## src/rtl/gdb_pkg.sv

```systemverilog
package gdb_pkg;
    typedef enum logic [1:0] {
        DB_OFF       = 2'd0,
        DB_BOTH      = 2'd1,
        DB_KEEP_LOW  = 2'd2,
        DB_KEEP_HIGH = 2'd3
    } db_mode_e;
endpackage

```

## src/rtl/gdb_sync.sv

```systemverilog
module gdb_sync #(
    parameter int STAGES = 2
) (
    input  logic clk,
    input  logic rst_n,
    input  logic d,
    output logic q
);
    logic [STAGES-1:0] chain_d, chain_q;

    for (genvar g = 0; g < STAGES; g++) begin : g_stage
        if (g == 0) begin : g_first
            assign chain_d[g] = d;
        end else begin : g_next
            assign chain_d[g] = chain_q[g-1];
        end
    end

    always_ff @(posedge clk or negedge rst_n) begin
        if (!rst_n) chain_q <= '0;
        else        chain_q <= chain_d;
    end

    assign q = chain_q[STAGES-1];
endmodule

```

## src/rtl/gdb_prescaler.sv

```systemverilog
module gdb_prescaler #(
    parameter int UNIT_T0 = 2,
    parameter int UNIT_T1 = 8,
    parameter int UNIT_T2 = 512,
    parameter int UNIT_T3 = 2048
) (
    input  logic       clk,
    input  logic       rst_n,
    input  logic       clr,
    input  logic       tick,
    input  logic [1:0] sel,
    output logic       unit_pulse
);
    localparam int UMAX01 = (UNIT_T0 > UNIT_T1) ? UNIT_T0 : UNIT_T1;
    localparam int UMAX23 = (UNIT_T2 > UNIT_T3) ? UNIT_T2 : UNIT_T3;
    localparam int UMAX   = (UMAX01 > UMAX23) ? UMAX01 : UMAX23;
    localparam int PW     = $clog2(UMAX + 1);

    logic [PW-1:0] lim;
    logic [PW-1:0] pre_d, pre_q;
    logic          at_end;

    always_comb begin
        case (sel)
            2'd0:    lim = PW'(UNIT_T0);
            2'd1:    lim = PW'(UNIT_T1);
            2'd2:    lim = PW'(UNIT_T2);
            default: lim = PW'(UNIT_T3);
        endcase
        at_end = (pre_q == lim - PW'(1));
        pre_d  = pre_q;
        if (clr)          pre_d = '0;
        else if (tick)    pre_d = at_end ? '0 : pre_q + PW'(1);
    end

    always_ff @(posedge clk or negedge rst_n) begin
        if (!rst_n) pre_q <= '0;
        else        pre_q <= pre_d;
    end

    assign unit_pulse = !clr && tick && at_end;
endmodule

```

## src/rtl/gdb_filter.sv

```systemverilog
module gdb_filter
    import gdb_pkg::*;
#(
    parameter int CNT_W = 4
) (
    input  logic             clk,
    input  logic             rst_n,
    input  logic             sync_lvl,
    input  logic [1:0]       mode,
    input  logic [1:0]       sel,
    input  logic [CNT_W-1:0] count,
    input  logic             unit_pulse,
    output logic             pre_clr,
    output logic             cfg_change,
    output logic             level
);
    localparam int CFG_W = 4 + CNT_W;

    typedef struct packed {
        logic             out;
        logic [CNT_W-1:0] cnt;
        logic [CFG_W-1:0] cfg;
    } state_t;

    state_t st_d, st_q;
    logic [CFG_W-1:0] cfg_now;
    logic [CNT_W-1:0] last_unit;
    logic             differ, fast;

    always_comb begin
        cfg_now    = {mode, sel, count};
        cfg_change = (cfg_now != st_q.cfg);
        last_unit  = (count == '0) ? '0 : count - CNT_W'(1);
        differ     = (sync_lvl != st_q.out);
        fast       = (mode == DB_KEEP_LOW  && !sync_lvl) ||
                     (mode == DB_KEEP_HIGH &&  sync_lvl);
        pre_clr    = (mode == DB_OFF) || cfg_change || !differ || fast;

        st_d     = st_q;
        st_d.cfg = cfg_now;
        if (mode == DB_OFF) begin
            st_d.out = sync_lvl;
            st_d.cnt = '0;
        end else if (cfg_change || !differ) begin
            st_d.cnt = '0;
        end else if (fast) begin
            st_d.out = sync_lvl;
            st_d.cnt = '0;
        end else if (unit_pulse) begin
            if (st_q.cnt == last_unit) begin
                st_d.out = sync_lvl;
                st_d.cnt = '0;
            end else begin
                st_d.cnt = st_q.cnt + CNT_W'(1);
            end
        end
    end

    always_ff @(posedge clk or negedge rst_n) begin
        if (!rst_n) st_q <= '0;
        else        st_q <= st_d;
    end

    assign level = st_q.out;
endmodule

```

## src/rtl/gpio_debounce_filter.sv

```systemverilog
module gpio_debounce_filter #(
    parameter int SYNC_STAGES = 2,
    parameter int CNT_W       = 4,
    parameter int UNIT_T0     = 2,
    parameter int UNIT_T1     = 8,
    parameter int UNIT_T2     = 512,
    parameter int UNIT_T3     = 2048
) (
    input  logic             clk,
    input  logic             rst_n,
    input  logic             pin_raw,
    input  logic             rtc_tick,
    input  logic [1:0]       db_mode,
    input  logic [1:0]       unit_sel,
    input  logic [CNT_W-1:0] db_count,
    output logic             pin_level
);
    logic sync_lvl, unit_pulse, pre_clr, cfg_change;

    gdb_sync #(.STAGES(SYNC_STAGES)) u_sync (
        .clk(clk), .rst_n(rst_n), .d(pin_raw), .q(sync_lvl)
    );

    gdb_prescaler #(
        .UNIT_T0(UNIT_T0), .UNIT_T1(UNIT_T1),
        .UNIT_T2(UNIT_T2), .UNIT_T3(UNIT_T3)
    ) u_pre (
        .clk(clk), .rst_n(rst_n), .clr(pre_clr), .tick(rtc_tick),
        .sel(unit_sel), .unit_pulse(unit_pulse)
    );

    gdb_filter #(.CNT_W(CNT_W)) u_filt (
        .clk(clk), .rst_n(rst_n), .sync_lvl(sync_lvl), .mode(db_mode),
        .sel(unit_sel), .count(db_count), .unit_pulse(unit_pulse),
        .pre_clr(pre_clr), .cfg_change(cfg_change), .level(pin_level)
    );
endmodule

```

## config.mk

```make
export PLATFORM = sky130hd
export DESIGN_NAME = gpio_debounce_filter
export DESIGN_NICKNAME = d
export VERILOG_FILES = /design/src/rtl/gdb_pkg.sv /design/src/rtl/gdb_sync.sv /design/src/rtl/gdb_prescaler.sv /design/src/rtl/gdb_filter.sv /design/src/rtl/gpio_debounce_filter.sv
export SDC_FILE = /design/constraint.sdc
export NUM_CORES = 1
export LEC_CHECK = 0
export BUFFER_PORTS_ARGS = -buffer_cell sky130_fd_sc_hd__buf_2
export CAP_MARGIN = 10
export CORE_MARGIN = 8
export CORE_UTILIZATION = 45
export CTS_CLUSTER_SIZE = 30
export DETAILED_ROUTE_END_ITERATION = 10
export PLACE_DENSITY = 0.68
export SLEW_MARGIN = 30
export SYNTH_ARGS = -nofsm -noshare
export SYNTH_HDL_FRONTEND = slang
export SYNTH_SLANG_ARGS = --single-unit
```

## constraint.sdc

```tcl
create_clock -name clk -period 2.8 [get_ports clk]
set_clock_uncertainty 0.05 [all_clocks]
set_input_delay 0.14 -clock clk [delete_from_list [all_inputs] [get_ports clk]]
set_output_delay 0.14 -clock clk [all_outputs]
set_load 0.03 [all_outputs]
```

======== Word-level counts from Yosys, hierarchy flattened ========
Index checks and enable logic that the tools add are counted.
word-level totals
  register bits ........................... 27
  input bits .............................. 12
  output and inout port bits .............. 1
operators by class
  add/sub/neg operators ................... 4
  equality and inequality tests ........... 9
  multiplexer cells ....................... 12
  reduce and logical (&&, ||, !) cells .... 20
operators by type and width
  cell                     number
  $mux W12                 3
  $pmux W12 S3             1
  $mux W5                  3
  $add A12 B1 Y12 const B  1
  $eq A12 B12 Y1           1
  $mux W4                  3
  $sub A12 B1 Y12 const B  1
  $ne A8 B8 Y1             1
  $eq A2 B2 Y1 const B     3
  $reduce_bool A3 Y1       2
  $logic_or A1 B1 Y1       5
  $add A4 B1 Y4 const B    1
  $eq A4 B4 Y1             1
  $logic_and A1 B1 Y1      4
  $logic_not A2 Y1         2
  $logic_not A4 Y1         1
  $reduce_bool A4 Y1       1
  $sub A4 B1 Y4 const B    1
  $logic_not A1 Y1         3
  $reduce_and A3 Y1        1
  $eq A2 B1 Y1 const B     1
  $mux W1                  2
  $ne A2 B1 Y1 const B     1
  $reduce_bool A2 Y1       1
  $ne A1 B1 Y1             1

======== Logic depth before layout (Yosys ltp) ========
Gate-level depths: netlist of the first run.
  depth in word-level cells ............... 11
  mapped depth ............................ 8
  gate-level depth less buffers ........... 6

======== Hierarchy ========
From an unflattened synthesis of the first run, not the netlist that was laid out.
second synthesis, totals
  cells, all modules ...................... 167
  area total of the unflattened synthesis .. 1557.7 µm²
by module, submodules not included
  module         instances  cells each  area an instance (µm²)
  gdb_prescaler  1          91          787.0
  gdb_filter     1          74          720.7
  gdb_sync       1          2           50.0

======== Worst setup path before layout of the first run ========
No wires, ideal clock.
  path type ............................... flip-flop to flip-flop
  from .................................... register u_pre.pre_q[6]
  to ...................................... register u_pre.pre_q[9]
  library setup time ...................... 0.126 ns
  data arrival time ....................... 1.806 ns
  path slack .............................. 0.818 ns
  cell stages (with the launch flop) ...... 7
  period minus slack after synthesis ...... 1.982 ns
  cell sequence ........................... dfrtp_1 > or4_1 > nor3_2 > o221a_4 > nor3_4 > buf_6 > a221o_1
on the way
  word-level cells in the longest chain between the ends .. 4
  elaborated cells on any way between the ends .. 5
  those cells by class .................... add/sub: 1; eq/ne: 1; mux: 3
ends and longest elaborated chain
  item                                                      line                                      RTL
  from (decl)                                               gdb_prescaler.sv:20                       logic [PW-1:0] pre_d, pre_q;
  from (signal assigned)                                    gdb_prescaler.sv:38                       else pre_q <= pre_d;
  $add A12 B1 Y12 / $eq A12 B12 Y1 (equally long branches)  gdb_prescaler.sv:33, gdb_prescaler.sv:30
  $mux W12 * (2 in series)                                  gdb_prescaler.sv:33                       else if (tick) pre_d = at_end ? '0 : pre_q + PW'(1);
  $mux W12 *                                                gdb_prescaler.sv:32                       if (clr) pre_d = '0;
Mark *: on every way between the ends. The rest lies on a longest branch, timed or not. The select of a mux whose other input is x is not followed.
A chain may end at the register's enable or synchronous reset.

======== Worst setup path after layout of the first run ========
  from .................................... input db_count[1]
  to ...................................... register u_pre.pre_q[8]
on the way
  word-level cells in the longest chain between the ends .. 5
  elaborated cells on any way between the ends .. 6
  those cells by class .................... eq/ne: 1; mux: 1; reduce/logical: 4
ends and longest elaborated chain
  item                                                   line                        RTL
  from (decl)                                            gpio_debounce_filter.sv:15  input logic [CNT_W-1:0] db_count,
  $ne A8 B8 Y1 *                                         gdb_filter.sv:32            cfg_change = (cfg_now != st_q.cfg);
  $logic_or A1 B1 Y1 * (3 in series)                     gdb_filter.sv:37            pre_clr = (mode == DB_OFF) || cfg_change || !differ || fast;
  $mux W12 / $reduce_bool A2 Y1 (equally long branches)  n/a
Mark *: on every way between the ends. The rest lies on a longest branch, timed or not.

==> metrics.yaml, run 1 <==
critPathArrivalTime_ns: 2.45
ys_ff_latch: 27
overflow: 0
p_seq_share_pct: 60.7
ys_seq_area_share_pct: 41.3
fin_cells: 247
yosysTopAreaCell: "dfrtp_1"
cp-end-kind: "register"
power_switching_mw: 0.174
placed_cells_incl_taps: 233
setup_tns_ns: 0
die_h_um: 76.3
period_share_pct: 79.4
internal_power_mw: 0.492
drc_errors: 0
clock_latency_ns: 0.33
cts_root_buf: "clkbuf_4"
grt_pass1_vias: 1327
pin_count: 13
report.final.slew_viol_count: 0
holdPathEnd: "u_pre.pre_q[0]$_DFFE_PN0P_"
combinationalPowerShare_pct: 12.9
outcome: "finished clean"
grt_busiest_layer: "met2"
grt_pass1_wl_um: 6100
layout_setup_ws_ns: 0.577
crit_path_max_fanout: 17
netlist_area_um2: 1640
via_per_inst: 5.53
r2r_end: "u_pre.pre_q[8]$_DFFE_PN0P_"
layout.nets: 214
gr-usage-met2_pct: 21.4
synth_nets: 190
reg2reg_from: "u_sync.chain_q[1]$_DFF_PN0_"
ff2ff_path_depth: 6
rsz0062_at_grt: "no"
yosysTopAreaCellShare_pct: 41.3
synth-compound-area-share_pct: 13.0
start_util_pct: 45.7
worstSetupPathType: "in -> reg"
grt_max_degree: 28
swShare_pct: 26.2
clkSinkCount: 27
p_leak_nw: 0.833
htreeDepth: 1
postRouteWirelength_um: 3470
cts_setup_buffers: 0
final-hold-violation-count: 0
area_growth_pct: 14.2
drt-initial-drc-count: 36
drtPass1Iterations: 4
min_period_ns: 2.22
postLayoutCellArea_um2: 1870
die_area_um2: 5820
slew_headroom_pct: 59.0
ys.flop_type: "dfrtp_1"
synth_warnings: 0
wire_per_inst_um: 14.1
worst_pin_slew_ns: 0.615
fmax_mhz: 450
ir_drop_mv: 0.180
p_clk_share_pct: 26.4
maxCapViolations: 0
hold-worst-slack_ns: 0.172
synth_mux_area_share_pct: 1.91
power_mw: 0.666
ant_nets: 0
drive_gt1_share_pct: 14.1
power.density_nw_per_um2: 357
synth-simple-area-share_pct: 30.7
cts_buffers: 3
cts_tree: "built"
met3_usage_pct: 2.12
pre_cts_ws_ns: 0.665
holdCritStartpoint: "rtc_tick"
grt_util_met1_pct: 15.1
antenna_cells: 0
clk_path_buf_depth: 2
path_clk_slew_ns: 0.15
hold_path.class: "in -> reg"
vias: 1365
place_area_um2: 1740
synthCells: 176
final_core_util_pct: 52.2
io_buffers: 12
grt.total_usage_pct: 12.4
die_w_um: 76.3
yosysUniqueCellTypes: 43
synth.avg_cell_area_um2: 9.29
fp-row-count: 22
min_delay_path_depth: 3
synth_edf_count: 0
antenna_found_initial: 0
postCtsHoldBufs: 10
startpoint_type: "input port"
finalSetupViolations: 0
async_flop_share_pct: 100
synth_top_family_by_area: "simple AND/OR/NAND/NOR gates"
required_ns: 3.03
ff2ff_setup_slack_ns: 0.62
cts_resized: 0
core_area_um2: 3580
hpwl_um: 2560
synth_xor_area_share_pct: 8.57
gp_congestion: 0.837
synth.area.top_cells: "dfrtp_1 41%, nand3_1 5.2%, xnor2_1 4.8%"
synthAdderAreaFrac_pct: 1.53
-- synthesized netlist by cell type, drive strengths merged (5+ instances only) --
| cell type | number |
|---|---|
| a21oi | 7 |
| and3 | 6 |
| dfrtp | 27 |
| nand2 | 17 |
| nand3 | 18 |
| nor2 | 15 |
| nor2b | 8 |
| nor3 | 5 |
| o21ai | 8 |
| xnor2 | 9 |
| xor2 | 7 |
-- power groups by stage --
stage | registers [mW] | clock network [mW] | logic [mW]
6_report | 0.404 | 0.176 | 0.0860
5_1_grt | 0.406 | 0.202 | 0.0961
4_1_cts | 0.405 | 0.186 | 0.0870
3_5_place_dp | 0.412 | 0 | 0.0757
3_3_place_gp | 0.411 | 0 | 0.0728
2_1_floorplan | 0.414 | 0 | 0.0399
-- how the worst max path moves through the flow --
stage / from / endpoint / slack [ns]
5_1_grt: db_count[1] / u_pre.pre_q[8]$_DFFE_PN0P_ / 0.45
3_3_place_gp: u_pre.pre_q[9]$_DFFE_PN0P_ / u_pre.pre_q[3]$_DFFE_PN0P_ / 0.74
3_5_place_dp: u_sync.chain_q[1]$_DFF_PN0_ / u_pre.pre_q[8]$_DFFE_PN0P_ / 0.66
4_1_cts: unit_sel[0] / u_pre.pre_q[8]$_DFFE_PN0P_ / 0.57
6_report: db_count[1] / u_pre.pre_q[8]$_DFFE_PN0P_ / 0.58
2_1_floorplan: u_pre.pre_q[6]$_DFFE_PN0P_ / u_pre.pre_q[9]$_DFFE_PN0P_ / 0.82
-- metal layers --
layer  up-vias  routed length, µm
met5         -                  0
met4         0                 57
met3         5                127
met2        26               1710
met1       659               1580
li1        675                  -
-- placed cells by master, fill, tap and decap left out, types with 7 or more instances in the layout --
cell type	instances
nand3_1	17
xor2_1	7
dlygate4sd3_1	10
nor2_1	15
nor2b_1	8
xnor2_1	9
dfrtp_1	27
o21ai_0	7
buf_2	12
nand2_1	17
-- state kept, by name, summed over array words and instances (netlist names) --
register,count
u_filt.level,1
u_sync.chain_q,2
u_filt.st_q,12
u_pre.pre_q,12
-- cell families (layout without fill, tap and decap cells) --
logic type,Yosys count,count (layout)
xor+xnor,16,16
simple gates,90,90
buf+inv,9,32
mux,3,3
flops,27,27
fa+ha+maj,2,2
compound gates,29,29
-- critical path, cell delays in order --
cell and delay, ns:
dlygate4sd3_1 0.54, buf_2 0.17, xnor2_1 0.26, nand3_2 0.17, or2_4 0.30, nor3_4 0.50
and3_1 0.25, a221o_1 0.12
-- final cells by class --
type,instances,area (µm²)
Tap cell,48,60.1
Sequential cell,27,676
Clock buffer,3,22.5
Timing Repair Buffer,24,175
Inverter,4,15.0
Clock inverter,1,7.51
Multi-Input combinational cell,140,911
Fill cell,349,1710
(Power assumes the default switching activity.)
==> inputs of run 2 (changes only) <==
PLACE_DENSITY = 0.7   (was 0.68)
clock period = 2 ns   (was 2.8 ns; I/O delays follow)
==> run 2 against run 1 <==
Effect of this change:
- the run now ends with negative setup slack left
- first-iteration DRC count rose by 25%
- sequential share of layout area fell by 2.7 points
- critical path depth fell by 2
- cell count rose by 6.9%
- global-route usage rose by 0.22 points
- critical path type is now reg -> reg
- critical endpoint unchanged
==> metrics.yaml, run 2 (synthesis results as in run 1) <==
outcome: "complete, but fails checks"
failed_checks: "negative setup slack"
power.density_nw_per_um2: 460
mostFrequentLayoutCell: "dfrtp_1"
slew_headroom_pct: 59.6
report.final.slew_viol_count: 0
postRouteWirelength_um: 3720
layout_setup_ws_ns: -0.0478
hold_path.class: "in -> reg"
period_share_pct: 102
die_area_um2: 5820
via_per_inst: 5.37
cts_tree: "built"
drt-initial-drc-count: 45
power_switching_mw: 0.236
worst_pin_slew_ns: 0.607
slowest_stage: "or4_4"
required_ns: 2.18
drtPass1Iterations: 4
antenna_found_initial: 0
fmax_mhz: 488
overflow: 0
power_mw: 0.928
clock_latency_ns: 0.32
swShare_pct: 25.5
placed_cells_incl_taps: 247
path_clk_slew_ns: 0.14
path_common_cell: "nor3_4"
clk_path_buf_depth: 2
critPathArrivalTime_ns: 2.23
grt_pass1_wl_um: 6190
fp-row-count: 22
startpoint_type: "register"
maxCapViolations: 0
area_growth_pct: 23.3
highest_layer: "met4"
pin_count: 13
die_h_um: 76.3
core_area_um2: 3580
place_area_um2: 1840
vias: 1418
gp_congestion: 0.859
htreeDepth: 1
die_w_um: 76.3
cts_root_buf: "clkbuf_4"
ant_nets: 0
rsz0062_at_grt: "yes"
wl_met1_um: 1740
grt.total_usage_pct: 12.7
hpwl_um: 2650
drc_errors: 0
min_period_ns: 2.05
final_core_util_pct: 56.4
final_cell_mix: "27 x dfrtp_1, 18 x buf_4, 17 x nand3_1"
layout.nets: 231
io_buffers: 12
dr_wl_met3_um: 140
p_seq_share_pct: 61.0
combinationalPowerShare_pct: 13.7
cts_buffers: 3
worstSetupPathType: "reg -> reg"
final-hold-violation-count: 0
fin_cells: 264
antenna_cells: 0
grt_max_degree: 28
largestRegisters: "u_filt.st_q: 12 flops, u_pre.pre_q: 12 flops, u_sync.chain_q: 2 flops"
grt_pass1_vias: 1359
slowest_delay_ns: 0.55
clkSinkCount: 27
finalSetupViolations: 4
ir_drop_mv: 0.355
start_util_pct: 45.7
wire_per_inst_um: 14.1
internal_power_mw: 0.691
cp-end-kind: "register"
drive_gt1_share_pct: 23.1
p_leak_nw: 0.917
path_cells: "or4_4 -> nor3_4 -> o221a_4 -> nor3_4 -> buf_4 -> a221o_1"
crit_path_max_fanout: 5
postLayoutCellArea_um2: 2020
dr_wl_met2_um: 1810
p_clk_share_pct: 25.3
pre_cts_ws_ns: -0.0398
run 2: path summary, 6_finish.rpt:
| check | slack [ns] | startpoint | end | depth (start not counted) |
|---|---|---|---|---|
| max | -0.05 | u_pre.pre_q[5]$_DFFE_PN0P_ | u_pre.pre_q[8]$_DFFE_PN0P_ | 6 |
| min | 0.11 | rtc_tick | u_pre.pre_q[0]$_DFFE_PN0P_ | 3 |
| max reg2reg | -0.05 | u_pre.pre_q[5]$_DFFE_PN0P_ | u_pre.pre_q[8]$_DFFE_PN0P_ | 6 |
| min reg2reg | 0.31 | u_sync.chain_q[0]$_DFF_PN0_ | u_sync.chain_q[1]$_DFF_PN0_ | 0 |
| max in group asynchronous | 1.26 | rst_n | u_filt.st_q[10]$_DFFE_PN0P_ | 2 |
| min in group asynchronous | 0.24 | rst_n | u_pre.pre_q[1]$_DFFE_PN0P_ | 2 |
run 2: routing by layer:
metal,global-route usage (%),up-vias
li1,-,715
met1,15.6,676
met2,21.2,23
met3,3.07,4
met4,4.04,0
met5,0,-
run 2: cell type report:
| class | count | area (µm²) |
|---|---|---|
| inverter | 4 | 15.0 |
| timing repair buffer | 40 | 295 |
| tap | 48 | 60.1 |
| fill | 322 | 1560 |
| clock inverter | 1 | 5.00 |
| multi-input combinational | 141 | 943 |
| sequential | 27 | 676 |
| clock buffer | 3 | 22.5 |
run 2: worst max-delay path, delay by kind of cell, from the launching register on:
kind | cells | cell delay [ns]
buf+inv | 1 | 0.14
flops | 1 | 0.42
compound gates | 2 | 0.53
simple gates | 3 | 0.82
run 2: metrics by stage:
stage	TNS [ns]	hold slack, ns
global placement	0	0.0815
global route	-0.744	0.125
finish	-0.0994	0.114
CTS	-0.192	0.0967
floorplan	0	-0.246
detailed placement	-0.200	0.101
run 2: repair_timing:
action | CTS | global route
hold buffers | 10 | 0
hold endpoints to repair | 36 | 0
gates cloned | 0 | 1
pin swaps | 3 | 9
gates resized for setup | 2 | 6
setup buffers | 1 | 1
endpoints found under the setup margin | 8 | 15
run 2: power groups by stage:
stage | Sequential [mW] | Clock, mW | Combinational, mW
6_report | 0.566 | 0.235 | 0.127
3_5_place_dp | 0.576 | 0 | 0.109
3_3_place_gp | 0.576 | 0 | 0.104
5_1_grt | 0.568 | 0.270 | 0.141
2_1_floorplan | 0.579 | 0 | 0.0559
4_1_cts | 0.566 | 0.251 | 0.127
==> inputs of run 3 (changes only) <==
ABC_AREA = 1   (was not set)
==> run 3 against run 2 <==
Effect of this change:
- the flow now finishes without violations
- global-route usage decreased by 0.30 points
- sequential share of layout area increased by 0.46 points
- sequential power increased by 1%
- maximum frequency increased by 14%
- critical path depth increased by 6
- first-iteration DRC count increased by 82%
- die area increased by 5.1%
- highest routed layer unchanged
==> metrics.yaml, run 3 <==
cts_buffers: 3
die_h_um: 78.2
outcome: "finished clean"
rsz0062_at_grt: "no"
synth.avg_cell_area_um2: 7.54
fmax_mhz: 554
synth_most_common_cell: "nand2_1"
antenna_cells: 0
slowest_stage: "dlygate4sd3_1"
ant_nets: 0
core_area_um2: 3690
slew_headroom_pct: 58.6
postCtsHoldBufs: 10
critPathArrivalTime_ns: 1.96
ys_seq_area_share_pct: 38.8
io_buffers: 12
area_growth_pct: 14.2
drt-initial-drc-count: 82
maxCapViolations: 0
mostFrequentLayoutCell: "nand2_1"
worstSetupPathType: "in -> reg"
fp-row-count: 22
drc_errors: 0
die_area_um2: 6120
grt_pass1_vias: 1456
ys_ff_latch: 27
fin_cells: 303
clkSinkCount: 27
required_ns: 2.16
vias: 1480
wire_per_inst_um: 11.5
hpwl_um: 2530
cts_setup_buffers: 0
synth_nets: 245
grt_pass1_wl_um: 6380
via_per_inst: 4.88
clock_latency_ns: 0.27
cp_top_family: "simple AND/OR/NAND/NOR gates"
synthCells: 231
start_util_pct: 47.2
ys.flop_type: "dfrtp_1"
synth_warnings: 0
yosysTopAreaCellShare_pct: 38.8
path_buf_inv: 3
cts_resized: 0
htreeDepth: 1
power.density_nw_per_um2: 525
drive_gt1_share_pct: 17.3
die_w_um: 78.2
cts_tree: "built"
setup_tns_ns: 0
synth_edf_count: 0
ir_drop_mv: 0.424
slowest_delay_ns: 0.52
startpoint_type: "input port"
crit_path_max_fanout: 12
async_flop_share_pct: 100
hold_path.class: "in -> reg"
layout.nets: 270
min_period_ns: 1.80
final-hold-violation-count: 0
postRouteWirelength_um: 3490
path_clk_slew_ns: 0.09
pin_count: 13
placed_cells_incl_taps: 289
p_leak_nw: 0.921
clk_path_buf_depth: 2
gp_congestion: 0.798
report.final.slew_viol_count: 0
cp-end-kind: "register"
drtPass1Iterations: 4
finalSetupViolations: 0
period_share_pct: 90.2
yosysUniqueCellTypes: 32
cts_root_buf: "clkbuf_8"
worst_pin_slew_ns: 0.621
largestRegisters: "u_filt.st_q: 12 flops, u_pre.pre_q: 12 flops, u_sync.chain_q: 2 flops"
overflow: 0
antenna_found_initial: 0
netlist_area_um2: 1740
path_common_cell: "nand2_1"
final_cell_mix: "57 x nand2_1, 27 x dfrtp_1, 26 x inv_1, 26 x nor2_1, 24 x nand3_1"
hold-worst-slack_ns: 0.138
yosysTopAreaCell: "dfrtp_1"
grt.total_usage_pct: 12.4
synth_common_cells: "57 x nand2_1, 27 x dfrtp_1, 26 x inv_1, 26 x nor2_1, 24 x nand3_1"
grt_max_degree: 28
path_cells: "dlygate4sd3_1 -> buf_2 -> inv_2 -> nand2_2 -> nand2_1 -> nor3_2 -> nand2_1 -> nor2_2 -> nand3_2 -> nor2_4 -> nand2_1 -> a21oi_1"
synth.area.top_cells: "dfrtp_1 39%, nand2_1 12%, nand3_1 6.9%"
run 3: cell types whose count changed after synthesis, moves of 8 or more:
cell     before  now
o21ai_2       0    8
nor2_1       15   26
nand2_1      17   57
o21ai_1       1    9
inv_1         4   26
nor2b_1       8    0
run 3: final timing paths:
check | start | to | slack, ns | cells after the start
worst max register to register | u_pre.pre_q[8]$_DFFE_PN0P_ | u_filt.st_q[9]$_DFFE_PN0P_ | 0.35 | 8
max in group asynchronous | rst_n | u_pre.pre_q[7]$_DFFE_PN0P_ | 1.17 | 2
worst min-delay path | rtc_tick | u_pre.pre_q[1]$_DFFE_PN0P_ | 0.14 | 4
worst min register to register | u_sync.chain_q[0]$_DFF_PN0_ | u_sync.chain_q[1]$_DFF_PN0_ | 0.31 | 0
worst max-delay path | unit_sel[1] | u_pre.pre_q[5]$_DFFE_PN0P_ | 0.20 | 12
min in group asynchronous | rst_n | u_filt.st_q[7]$_DFF_PN0_ | 0.32 | 2
run 3: cell type report:
type	instances	area (µm²)
clock buffers	3	41.3
inverters	30	114
well taps	48	60.1
flip-flops and latches	27	676
fillers	361	1700
clock inverters	1	5.00
multi-input cells	172	933
repair buffers	22	160
run 3: metrics by stage:
stage / setup slack, ns / area, µm² / total power, mW / utilization [%]
detailed placement: 0.358 / 1840 / 0.726 / 50.0
finish: 0.196 / 1990 / 1.04 / 53.9
floorplan: 0.501 / 1740 / 0.672 / -
CTS: 0.202 / 1990 / 1.06 / 53.9
global placement: 0.351 / 1840 / 0.724 / 50.0
global route: 0.00302 / 1990 / 1.11 / 53.9
run 3: power breakdown:
group          switching [mW]  leakage, nW  internal [mW]
registers              0.0109        0.353          0.562
logic                  0.0980        0.543         0.0595
clock network           0.175       0.0255          0.140
total                   0.284        0.921          0.761
run 3: worst min-delay path, cell delays in order:
cell,delay (ns)
buf_2,0.14
nor2_4,0.09
nand2_1,0.06
nand2_1,0.04
run 3: kinds of logic after synthesis:
group	synth area share, %
AOI/OAI and AO/OA	12.5
xor gates and xnor gates	6.54
adders and majority gates	1.44
buffers and inverters	7.61
DFF	38.8
and+or+nand+nor	33.1
run 3: routing by layer:
layer / up-vias / share of wire (%) / global-route usage [%]
met5: - / 0 / 0
met4: 0 / 0.72 / 3.70
met3: 2 / 3.4 / 3.19
met2: 14 / 48 / 20.2
met1: 679 / 48 / 15.6
li1: 785 / - / -
